`src/rtl/irq_status_pkg.sv`:
```
package irq_status_pkg;
  localparam int DATA_W = 32;
  typedef logic [DATA_W-1:0] word_t;

  // Byte offsets of each group's base and of the end-of-interrupt register
  localparam int TX_BASE_B  = 'h80;
  localparam int RX_BASE_B  = 'hA0;
  localparam int ERR_BASE_B = 'hB0;
  localparam int EOI_B      = 'h94;

  // Register slot inside a group (word offset from the group base)
  typedef enum logic [1:0] {
    SLOT_RAW = 2'd0,
    SLOT_MSK = 2'd1,
    SLOT_SET = 2'd2,
    SLOT_CLR = 2'd3
  } slot_e;
endpackage

```
`src/rtl/irq_rst_sync.sv`:
```
module irq_rst_sync (
  input  logic clk,
  input  logic rst_n,
  output logic rst_n_s
);
  logic [1:0] sync_q;

  always_ff @(posedge clk or negedge rst_n) begin
    if (!rst_n) sync_q <= 2'b00;
    else        sync_q <= {sync_q[0], 1'b1};
  end

  assign rst_n_s = sync_q[1];
endmodule

```
`src/rtl/irq_src_bank.sv`:
```
module irq_src_bank
  import irq_status_pkg::*;
#(
  parameter int                WIDTH  = 8,
  parameter int                ADDR_W = 6,
  parameter logic [ADDR_W-1:0] BASE   = '0
) (
  input  logic              clk,
  input  logic              rst_n,
  input  logic [WIDTH-1:0]  req,
  input  logic              wr_en,
  input  logic [ADDR_W-1:0] addr,
  input  logic [WIDTH-1:0]  wbits,
  output logic [WIDTH-1:0]  mask,
  output logic [WIDTH-1:0]  masked,
  output logic              hit,
  output word_t             rd_word
);
  logic [WIDTH-1:0] raw_q;
  logic [WIDTH-1:0] mask_q, mask_d;
  logic             mask_en;
  slot_e            slot;

  assign hit  = (addr[ADDR_W-1:2] == BASE[ADDR_W-1:2]);
  assign slot = slot_e'(addr[1:0]);

  // next state of the mask: only set/clear writes touch it
  always_comb begin
    mask_d  = mask_q;
    mask_en = 1'b0;
    if (wr_en && hit) begin
      if (slot == SLOT_SET) begin
        mask_d  = mask_q | wbits;
        mask_en = 1'b1;
      end else if (slot == SLOT_CLR) begin
        mask_d  = mask_q & ~wbits;
        mask_en = 1'b1;
      end
    end
  end

  always_ff @(posedge clk or negedge rst_n) begin
    if (!rst_n)       mask_q <= '0;
    else if (mask_en) mask_q <= mask_d;
  end

  always_ff @(posedge clk or negedge rst_n) begin
    if (!rst_n) raw_q <= '0;
    else        raw_q <= req;
  end

  assign mask   = mask_q;
  assign masked = raw_q & mask_q;

  always_comb begin
    unique case (slot)
      SLOT_RAW: rd_word = word_t'(raw_q);
      SLOT_MSK: rd_word = word_t'(masked);
      default:  rd_word = word_t'(mask_q);
    endcase
  end
endmodule

```
`src/rtl/irq_out_stage.sv`:
```
module irq_out_stage (
  input  logic clk,
  input  logic rst_n,
  input  logic any_pend,
  input  logic eoi_wr,
  output logic irq
);
  logic irq_q, irq_d;

  // an end-of-interrupt write blanks the line for exactly one cycle
  always_comb irq_d = any_pend & ~eoi_wr;

  always_ff @(posedge clk or negedge rst_n) begin
    if (!rst_n) irq_q <= 1'b0;
    else        irq_q <= irq_d;
  end

  assign irq = irq_q;
endmodule

```
`src/rtl/irq_status_ctrl.sv`:
```
module irq_status_ctrl
  import irq_status_pkg::*;
#(
  parameter int TX_CH   = 8,
  parameter int RX_CH   = 8,
  parameter int ERR_SRC = 2,
  parameter int ADDR_W  = 6
) (
  input  logic               clk,
  input  logic               rst_n,
  input  logic [TX_CH-1:0]   tx_req,
  input  logic [RX_CH-1:0]   rx_req,
  input  logic [ERR_SRC-1:0] err_req,
  input  logic               wr_en,
  input  logic               rd_en,
  input  logic [ADDR_W-1:0]  addr,
  input  logic [31:0]        wdata,
  output logic [31:0]        rdata,
  output logic               irq
);
  localparam logic [ADDR_W-1:0] TX_WA  = ADDR_W'(TX_BASE_B  >> 2);
  localparam logic [ADDR_W-1:0] RX_WA  = ADDR_W'(RX_BASE_B  >> 2);
  localparam logic [ADDR_W-1:0] ERR_WA = ADDR_W'(ERR_BASE_B >> 2);
  localparam logic [ADDR_W-1:0] EOI_WA = ADDR_W'(EOI_B      >> 2);

  logic               rst_n_s;
  logic [TX_CH-1:0]   tx_mask, tx_masked;
  logic [RX_CH-1:0]   rx_mask, rx_masked;
  logic [ERR_SRC-1:0] err_mask, err_masked;
  logic               tx_hit, rx_hit, err_hit;
  word_t              tx_word, rx_word, err_word;
  logic               any_pend, eoi_wr;
  word_t              rdata_q, rdata_d;

  irq_rst_sync u_rst (.clk(clk), .rst_n(rst_n), .rst_n_s(rst_n_s));

  irq_src_bank #(.WIDTH(TX_CH), .ADDR_W(ADDR_W), .BASE(TX_WA)) u_tx (
    .clk(clk), .rst_n(rst_n_s), .req(tx_req), .wr_en(wr_en), .addr(addr),
    .wbits(wdata[TX_CH-1:0]), .mask(tx_mask), .masked(tx_masked),
    .hit(tx_hit), .rd_word(tx_word));

  irq_src_bank #(.WIDTH(RX_CH), .ADDR_W(ADDR_W), .BASE(RX_WA)) u_rx (
    .clk(clk), .rst_n(rst_n_s), .req(rx_req), .wr_en(wr_en), .addr(addr),
    .wbits(wdata[RX_CH-1:0]), .mask(rx_mask), .masked(rx_masked),
    .hit(rx_hit), .rd_word(rx_word));

  irq_src_bank #(.WIDTH(ERR_SRC), .ADDR_W(ADDR_W), .BASE(ERR_WA)) u_err (
    .clk(clk), .rst_n(rst_n_s), .req(err_req), .wr_en(wr_en), .addr(addr),
    .wbits(wdata[ERR_SRC-1:0]), .mask(err_mask), .masked(err_masked),
    .hit(err_hit), .rd_word(err_word));

  assign any_pend = (|tx_masked) | (|rx_masked) | (|err_masked);
  assign eoi_wr   = wr_en && (addr == EOI_WA) && (wdata == '0);

  irq_out_stage u_out (
    .clk(clk), .rst_n(rst_n_s), .any_pend(any_pend), .eoi_wr(eoi_wr), .irq(irq));

  // read mux, registered with a clock enable on the read strobe
  always_comb begin
    if (tx_hit)       rdata_d = tx_word;
    else if (rx_hit)  rdata_d = rx_word;
    else if (err_hit) rdata_d = err_word;
    else              rdata_d = '0;
  end

  always_ff @(posedge clk or negedge rst_n_s) begin
    if (!rst_n_s)   rdata_q <= '0;
    else if (rd_en) rdata_q <= rdata_d;
  end

  assign rdata = rdata_q;
endmodule

```
`config.mk`:
```
export PLATFORM = sky130hd
export DESIGN_NAME = irq_status_ctrl
export DESIGN_NICKNAME = d
export VERILOG_FILES = /design/src/rtl/irq_status_pkg.sv /design/src/rtl/irq_rst_sync.sv /design/src/rtl/irq_src_bank.sv /design/src/rtl/irq_out_stage.sv /design/src/rtl/irq_status_ctrl.sv
export SDC_FILE = /design/constraint.sdc
export NUM_CORES = 1
export LEC_CHECK = 0
export ABC_CLOCK_PERIOD_IN_PS = 1670
export BUFFER_PORTS_ARGS = -buffer_cell sky130_fd_sc_hd__buf_2
export CORE_UTILIZATION = 48
export CTS_CLUSTER_SIZE = 14
export DETAILED_ROUTE_END_ITERATION = 8
export HOLD_SLACK_MARGIN = 0.02
export PLACE_DENSITY = 0.79
export SKIP_CTS_REPAIR_TIMING = 1
export SYNTH_ARGS = -nofsm -noshare
export SYNTH_HDL_FRONTEND = slang
export SYNTH_SLANG_ARGS = --single-unit
```
`constraint.sdc`:
```
create_clock -name clk -period 1.67 [get_ports clk]
set_input_delay 0.501 -clock clk [delete_from_list [all_inputs] [get_ports clk]]
set_output_delay 0.501 -clock clk [all_outputs]
set_load 0.01 [all_outputs]
```
-- After elaboration in Yosys (flattened, before gate mapping)
Cells that the tools add are included.
- flip-flop bits (word level): 71
- bits of input ports: 60
- output and inout bits: 33
- logic and storage cells: 62
- equal/unequal tests: 7
- muxes and demuxes: 17
- bitwise gates (word level): 15
- reduce and logical (&&, ||, !) cells: 14
- operators by type and width (operator ; count):
    $mux W32 ; 3
    $and A8 B8 Y8 ; 4
    $logic_not A32 Y1 ; 1
    $mux W8 ; 4
    $pmux W8 S2 ; 2
    $or A8 B8 Y8 ; 2
    $reduce_or A8 Y1 ; 2
    $eq A4 B4 Y1 const B ; 3
    $reduce_and A3 Y1 ; 3
    $not A8 Y8 ; 1
    $eq A6 B6 Y1 const B ; 1
    $logic_and A1 B1 Y1 ; 5
    $mux W1 ; 5
    $and A2 B2 Y2 ; 2
    $eq A2 B2 Y1 const B ; 2
    $mux W2 ; 2
    $pmux W2 S2 ; 1
    $eq A2 B1 Y1 const B ; 1
    $logic_not A2 Y1 ; 1
    $not A2 Y2 ; 1
    $or A1 B1 Y1 ; 2
    $or A2 B2 Y2 ; 1
    $reduce_bool A2 Y1 ; 1
    $reduce_or A2 Y1 ; 1
    2 further kinds ; 2

-- Depth between registers and ports, before layout
Gate-level depths: netlist of run 1.
- depth in word-level cells: 5
- gate-level depth with buffers: 6
- depth with buffers taken out: 4

-- By module
Synthesis of run 1 repeated with hierarchy kept, for this count alone.
- cell total of the unflattened synthesis: 437
- area, all modules: 4140.2 µm²
- modules (own cells, without submodules) (module ; instances ; cells each ; area each (µm²) ; sequential area each (µm²)):
    irq_status_ctrl ; 1 ; 207 ; 1796.7 ; 800.8
    irq_src_bank (u_tx) ; 1 ; 87 ; 922.1 ; 400.4
    irq_src_bank (u_rx) ; 1 ; 90 ; 903.4 ; 400.4
    irq_src_bank (u_err) ; 1 ; 48 ; 425.4 ; 100.1
    irq_rst_sync ; 1 ; 3 ; 53.8 ; 50.0
    irq_out_stage ; 1 ; 2 ; 38.8 ; 25.0

-- Least setup slack after synthesis of run 1
OpenSTA, ideal clock, no wires.
- path type: input -> register
- start point: input port addr[3]
- end point: register (tool-made name)
- setup time: 0.125 ns
- data arrival time: 1.511 ns
- data required time: 1.545 ns
- path slack: 0.033 ns
- stages: 6
- buffers on the path: 2
- cells stage by stage: buf_2 nor4b_4 and2b_1 buf_4 nand2_1 mux2_4
- RTL lines (what ; line ; text):
    start, declared ; irq_status_ctrl.sv:16 ; input logic [ADDR_W-1:0] addr,

==> results by group, run 1 <==
Worst setup path
  • Crit. End Element: flop
  • Dominant delay contributor by cell family on the critical path: simple AND/OR/NAND/NOR gates
  • Slowest cell on the critical path: sky130_fd_sc_hd__and2b_1
  • CP Data Required Time: 1.86 ns
  • Kind of launch point of the worst setup path: input port
  • Arrival time at the worst endpoint: 1.75 ns
  • Critical Path Source: addr[4]
  • Number of buffer and inverter stages on the critical path: 1
  • Sequence of cells on the critical path: buf_2 > nor4b_4 > and2b_1 > nand2_1 > mux2_4
  • Max Fanout on Critical Path: 8
  • Kind of critical path: input port to flop
  • Startpoint of the most critical register-to-register path: u_tx.raw_q[5]$_DFF_PN0_
  • Delay of the slowest cell on the worst path: 0.37 ns

CTS
  • Library cell used as clock root buffer: sky130_fd_sc_hd__clkbuf_8
  • CTS sink count: 47
  • Depth of the CTS H-tree: 2
  • Total clock buffers created by CTS: 5
  • Maximum root-to-sink buffer count: 2
  • Clock-pin transition on the worst setup and hold timing paths: 0.08 ns
  • Clock tree from TritonCTS: done
  • Insertion delay to the later sink of the worst-skew pair: 0.30 ns

Layout
  • Net count of the finished layout: 342
  • Final Util: 64.9%
  • Most common library cell in the layout ignoring fill and taps: sky130_fd_sc_hd__buf_2
  • Highest-count cells in the layout ignoring fill and taps: sky130_fd_sc_hd__buf_2, sky130_fd_sc_hd__dfrtp_1, sky130_fd_sc_hd__conb_1
  • Number of inserted filler cells in the final layout: 345
  • Number of inserted diodes: 0
  • Area growth, synth to finish: 25.9%
  • Fraction of layout instances using a drive strength above 1: 46.3%

Floorplanning
  • DIE HEIGHT: 71.6 um
  • Die ar.: 5120 um^2
  • Effective utilization at floorplan: 51.6%
  • Num rows: 24
  • Die outline width: 71.6 um
  • Standard cell core area: 4500 um^2
  • Number of placed I/O pins: 93

Timing
  • Count of final setup violators: 0
  • Maximum operating frequency: 642 MHz
  • Post-layout minimum cycle time: 1.56 ns
  • Period Utilization, post-route: 93.3%
  • Least-Margin Pin Slew: 0.710 ns
  • Setup repair after global routing missed its margin: false
  • Final hold vios: 0
  • Slew Limit Headroom: 52.4%
  • Final-report max-slew violation count: 0
  • Max Clock Skew: 0.00145 ns
  • Setup Total Neg Slack: 0 ns

Drt
  • Total via count after detailed routing: 1835
  • WL met3: 453 um
  • Via-per-instance ratio: 5.48
  • Number of remaining DRC errors: 0
  • Wire length reported by the detailed router: 5090 um
  • Routed wire length on met2: 2300 um
  • Highest routed layer: met4
  • Number of iterations in the first detailed-routing pass: 4
  • Initial detailed-routing violation count: 108
  • Number of nets with antenna violations after detailed routing: 0
  • Post-detailed-route wirelength per cell: 15.2 um
  • Total routed wire length on the met1 layer: 2250 um

Synthesis
  • Synth area leaders: sky130_fd_sc_hd__dfrtp_1, sky130_fd_sc_hd__mux2_4, sky130_fd_sc_hd__buf_4
  • Cell type with the largest total area after synthesis: sky130_fd_sc_hd__dfrtp_1
  • Sequential share of the synthesized area: 50.6%
  • FF+latch count, synth: 47
  • Yosys synthesis warning count: 0
  • Post-synthesis area per instance: 12.0 um^2
  • Area share of the leading cell type in the synthesized netlist: 50.6%
  • Unique masters post-synth: 35
  • Post-synth design cell area: 2320 um^2
  • Post-synthesis instance total: 193

GRT
  • Pin count of the biggest net entering global routing: 26
  • All-layer global routing usage: 21.7%
  • Via count of the first global-routing pass: 1702
  • Grt total ovfl: 0
  • First-pass GRT wire length: 8250 um
  • Number of antenna violations at the first check in global routing: 0

Power
  • Leak: 1.44 nW
  • Clk pwr share: 30.0%
  • Maximum resistive drop on vdd: 0.603 mV
  • Sequential power share: 53.8%
  • Combinational cell fraction of total power: 16.1%
  • Net switching power: 0.000608 W
  • Internal power: 0.00176 W
  • Sw frac: 25.7%
  • Power per Cell Area: 808 nW/um^2

Flow run
  • Reported max-cap violation count: 0

Place
  • Count of input and output buffers: 68
  • Final HPWL from detailed placement: 3920 um
  • Final Wtd Congestion: 0.829

Run status
  • Result of the run: finished clean

Worst hold path
  • Class of the tightest hold or removal check: flop to asynchronous set/reset pin
[metal layers]
metal	global-route usage, %	up-vias
li1	-	848
met1	29.1	870
met2	34.2	107
met3	5.63	10
met4	8.06	0
met5	0	-
[power groups by stage]
stage	combinational [W]	clock [W]	sequential (W)
global route	0.000417	0.000775	0.00128
CTS	0.000377	0.000727	0.00127
detailed placement	0.000376	0	0.00129
finish	0.000381	0.000710	0.00127
global placement	0.000368	0	0.00129
floorplan	0.000230	0	0.00129
[kinds of logic after synthesis]
group,after synthesis,share of synthesized area (%)
flops,47,50.6
mux,18,11.3
other cells,2,0.323
simple gates,46,12.5
compound gates,46,15.1
buf+inv,34,10.1
[synthesized netlist by cell type, drive strengths merged]
| cell | number |
|---|---|
| nor2 | 2 |
| nor4 | 9 |
| nor3b | 1 |
| clkinv | 1 |
| o221ai | 8 |
| o21ai | 2 |
| nor2b | 1 |
| and4 | 1 |
| and2b | 1 |
| o22ai | 10 |
| nand2 | 22 |
| a31oi | 1 |
| clkbuf | 2 |
| a21oi | 2 |
| nor4b | 1 |
| buf | 31 |
| nand4 | 1 |
| dfrtp | 47 |
| a22o | 6 |
| o2bb2ai | 6 |
| nand4b | 2 |
| mux2 | 18 |
| and3 | 1 |
| conb | 2 |
| nand2b | 3 |
| o21a | 6 |
| a22oi | 1 |
| nor4bb | 1 |
| a221oi | 4 |
[layout make-up]
class	count	area (um^2)	share of cell area, %
Clock buffer	7	86.3	2.95
Inverter	1	3.75	0.128
Sequential cell	47	1180	40.2
Timing Repair Buffer	92	561	19.2
Multi-Input combinational cell	135	1020	35.0
Clock inverter	1	8.76	0.299
Tap cell	52	65.1	2.22
[stage by stage]
step                      area [um^2]  instances  setup slack [ns]  power (W)  hold WS [ns]
after floorplan                  2410        216            0.0334    0.00152         0.205
after global placement           2800        326            -0.355    0.00166         0.235
after detailed placement         2800        326            -0.406    0.00167         0.241
after CTS                        2890        334           -0.0809    0.00238       -0.0432
after global routing             2930        335           0.00779    0.00248         0.277
final                            2930        335             0.112    0.00236         0.232
[worst register-to-register path, cell delays in order (launching register included)]
cell and delay (ns):
sky130_fd_sc_hd__dfrtp_1 0.40, sky130_fd_sc_hd__a22o_1 0.24, sky130_fd_sc_hd__a221oi_1 0.25, sky130_fd_sc_hd__and3_1 0.22
sky130_fd_sc_hd__a31oi_1 0.08
[path summary, 6_finish.rpt]
path | slack [ns] | end | depth (start not counted)
worst max-delay path | 0.11 | flop | 5
worst min-delay path | 0.23 | u_tx.raw_q[2]$_DFF_PN0_ | 0
worst max register to register | 0.36 | u_out.irq$_DFF_PN0_ | 4
worst min register to register | 0.23 | u_tx.raw_q[2]$_DFF_PN0_ | 0
max in group asynchronous | 0.95 | u_rx.raw_q[6]$_DFF_PN0_ | 1
min in group clk | 0.30 | u_tx.raw_q[6]$_DFF_PN0_ | 1
Note: power is estimated with default switching activity, not from simulation.
==> inputs of run 2 (changes only) <==
--- a/config.mk
+++ b/config.mk
@@ -5,13 +5,13 @@
 export SDC_FILE = /design/constraint.sdc
 export NUM_CORES = 1
 export LEC_CHECK = 0
-export ABC_CLOCK_PERIOD_IN_PS = 1670
+export ABC_CLOCK_PERIOD_IN_PS = 1300
 export BUFFER_PORTS_ARGS = -buffer_cell sky130_fd_sc_hd__buf_2
-export CORE_UTILIZATION = 48
+export CORE_UTILIZATION = 44
 export CTS_CLUSTER_SIZE = 14
 export DETAILED_ROUTE_END_ITERATION = 8
 export HOLD_SLACK_MARGIN = 0.02
-export PLACE_DENSITY = 0.79
+export PLACE_DENSITY = 0.77
 export SKIP_CTS_REPAIR_TIMING = 1
 export SYNTH_ARGS = -nofsm -noshare
 export SYNTH_HDL_FRONTEND = slang
==> constraint.sdc (replaced) <==
create_clock -name clk -period 1.3 [get_ports clk]
set_input_delay 0.39 -clock clk [delete_from_list [all_inputs] [get_ports clk]]
set_output_delay 0.39 -clock clk [all_outputs]
set_load 0.01 [all_outputs]
==> results by group, run 2 (same netlist as run 1, synthesis figures left out) <==
GRT
  • Number of antenna violations at the first check in global routing: 0 (unchanged)
  • GR Util met1: 25.9% (was 29.1%)
  • GRT Max-Usage Layer: met2 (unchanged)
  • Grt total ovfl: 0 (unchanged)
  • First-pass GRT wire length: 8250 um (unchanged)
  • Routing usage on met3: 4.02% (was 5.63%)
  • Pin count of the biggest net entering global routing: 46 (was 26)
  • All-layer global routing usage: 20.0% (was 21.7%)
  • Met2 Track Usage GR: 34.1% (was 34.2%)
  • Via count of the first global-routing pass: 1772 (was 1702)

Floorplanning
  • Number of placed I/O pins: 93 (unchanged)
  • Effective utilization at floorplan: 45.5% (was 51.6%)
  • Standard cell core area: 5110 um^2 (was 4500 um^2)
  • Die outline width: 74.7 um (was 71.6 um)
  • Die ar.: 5570 um^2 (was 5120 um^2)
  • Num rows: 26 (was 24)
  • DIE HEIGHT: 74.7 um (was 71.6 um)

CTS
  • Library cell used as clock root buffer: sky130_fd_sc_hd__clkbuf_8 (unchanged)
  • Maximum root-to-sink buffer count: 2 (unchanged)
  • Insertion delay to the later sink of the worst-skew pair: 0.30 ns (about the same)
  • Total clock buffers created by CTS: 5 (unchanged)
  • CTS sink count: 47 (unchanged)
  • Clock tree from TritonCTS: done (unchanged)
  • Clock-pin transition on the worst setup and hold timing paths: 0.09 ns (was 0.08 ns)
  • Depth of the CTS H-tree: 2 (unchanged)

Place
  • Count of input and output buffers: 68 (unchanged)
  • Final Wtd Congestion: 0.796 (was 0.829)
  • Area post-placement: 2840 um^2 (was 2800 um^2)
  • Placement-stage worst setup slack: -0.491 ns (was -0.406 ns)
  • Final HPWL from detailed placement: 3860 um (was 3920 um)

Worst setup path
  • Max Fanout on Critical Path: 8 (unchanged)
  • Crit. End Element: flop (unchanged)
  • Number of buffer and inverter stages on the critical path: 1 (unchanged)
  • Sequence of cells on the critical path: buf_8 > nor4b_4 > and2b_4 > nand2_1 > mux2_4 (was buf_2 > nor4b_4 > and2b_1 > nand2_1 > mux2_4)
  • Arrival time at the worst endpoint: 1.46 ns (was 1.75 ns)
  • Slowest cell on the critical path: sky130_fd_sc_hd__nor4b_4 (was sky130_fd_sc_hd__and2b_1)
  • Kind of launch point of the worst setup path: input port (unchanged)
  • Kind of critical path: input port to flop (unchanged)
  • Dominant delay contributor by cell family on the critical path: simple AND/OR/NAND/NOR gates (unchanged)
  • Delay of the slowest cell on the worst path: 0.30 ns (was 0.37 ns)
  • CP Data Required Time: 1.50 ns (was 1.86 ns)

Layout
  • Final Util: 59.0% (was 64.9%)
  • Number of inserted filler cells in the final layout: 437 (was 345)
  • Net count of the finished layout: 346 (was 342)
  • Area growth, synth to finish: 29.8% (was 25.9%)
  • Fraction of layout instances using a drive strength above 1: 50.2% (was 46.3%)
  • Post-route cell area: 3020 um^2 (was 2930 um^2)
  • Number of inserted diodes: 0 (unchanged)
  • Most common library cell in the layout ignoring fill and taps: sky130_fd_sc_hd__buf_2 (unchanged)
  • Highest-count cells in the layout ignoring fill and taps: sky130_fd_sc_hd__buf_2, sky130_fd_sc_hd__dfrtp_1, sky130_fd_sc_hd__conb_1, sky130_fd_sc_hd__buf_4, sky130_fd_sc_hd__mux2_4 (was sky130_fd_sc_hd__buf_2, sky130_fd_sc_hd__dfrtp_1, sky130_fd_sc_hd__conb_1)

Timing
  • Final hold vios: 0 (unchanged)
  • Least-Margin Pin Slew: 0.697 ns (was 0.710 ns)
  • Hold WS: 0.186 ns (was 0.232 ns)
  • Period Utilization, post-route: 97.6%
  • Count of final setup violators: 0 (unchanged)
  • Post-layout minimum cycle time: 1.27 ns
  • Maximum operating frequency: 788 MHz
  • Max Clock Skew: 0.00860 ns (was 0.00145 ns)
  • Final-report max-slew violation count: 0 (unchanged)
  • Setup WS post-layout: 0.0317 ns (was 0.112 ns)
  • Slew Limit Headroom: 53.3% (was 52.4%)

Drt
  • Number of nets with antenna violations after detailed routing: 0 (unchanged)
  • Post-detailed-route wirelength per cell: 14.2 um (was 15.2 um)
  • Via-per-instance ratio: 5.05 (was 5.48)
  • Number of iterations in the first detailed-routing pass: 4 (unchanged)
  • Total via count after detailed routing: 1803 (was 1835)
  • Initial detailed-routing violation count: 89 (was 108)
  • Wire length reported by the detailed router: 5060 um (was 5090 um)
  • Number of remaining DRC errors: 0 (unchanged)

Flow run
  • Reported max-cap violation count: 0 (unchanged)

Power
  • Leak: 1.46 nW (was 1.44 nW)
  • Power per Cell Area: 997 nW/um^2 (was 808 nW/um^2)
  • Maximum resistive drop on vdd: 0.843 mV (was 0.603 mV)

Run status
  • Result of the run: finished clean (unchanged)

Worst hold path
  • Class of the tightest hold or removal check: input port to flop (was flop to asynchronous set/reset pin)
[run 2: cell count changes in the layout (fill, tap and decap cells not counted), moves of 2 or more]
cell and change:
sky130_fd_sc_hd__a221oi_1 -3, sky130_fd_sc_hd__a221oi_2 +3, sky130_fd_sc_hd__buf_2 -2, sky130_fd_sc_hd__buf_4 +5, sky130_fd_sc_hd__nand2_1 -3, sky130_fd_sc_hd__nand2_2 +3, sky130_fd_sc_hd__nor4_1 -2
[run 2: worst paths after layout]
check	start	to	slack [ns]	depth (start not counted)
setup / recovery	addr[3]	flop	0.03	5
hold / removal	rx_req[2]	u_rx.raw_q[2]$_DFF_PN0_	0.19	1
setup reg to reg	u_tx.raw_q[5]$_DFF_PN0_	u_out.irq$_DFF_PN0_	0.08	4
hold reg to reg	u_rst.sync_q[1]$_DFF_PN0_	rdata[4]$_DFFE_PN0P_	0.25	1
max in group asynchronous	rst_n	u_rst.sync_q[1]$_DFF_PN0_	0.80	2
min in group asynchronous	u_rst.sync_q[1]$_DFF_PN0_	rdata[4]$_DFFE_PN0P_	0.25	1
[run 2: final cells by class]
type                       instances  area [um^2]  area share, %
multi-input combinational        135         1070           35.4
timing repair buffer              96          594           19.7
clock buffer                       6         72.6           2.41
tap                               70         87.6           2.90
clock inverter                     2         12.5          0.415
inverter                           1         3.75          0.124
sequential                        47         1180           39.0
[run 2: worst reg2reg max path: stages (launching register included)]
cell	delay, ns
sky130_fd_sc_hd__dfrtp_1	0.40
sky130_fd_sc_hd__a22o_1	0.24
sky130_fd_sc_hd__a221oi_2	0.21
sky130_fd_sc_hd__and3_1	0.18
sky130_fd_sc_hd__a31oi_1	0.07
[run 2: metal layers]
layer | up-vias | routed length, um
met2 | 57 | 2550
li1 | 853 | -
met3 | 11 | 184
met5 | - | 0
met4 | 0 | 82
met1 | 882 | 2240
[run 2: stage by stage]
step | total power [W] | TNS, ns | std cells
5_1_grt | 0.00313 | -0.0268 | 357
6_report | 0.00301 | 0 | 357
4_1_cts | 0.00298 | -2.94 | 356
2_1_floorplan | 0.00196 | -2.19 | 216
3_3_place_gp | 0.00214 | -8.53 | 348
3_5_place_dp | 0.00215 | -9.80 | 348
[run 2: power breakdown]
group	internal (W)	switching, W
clock network	0.000376	0.000478
registers	0.00156	0.0000733
logic	0.000279	0.000243
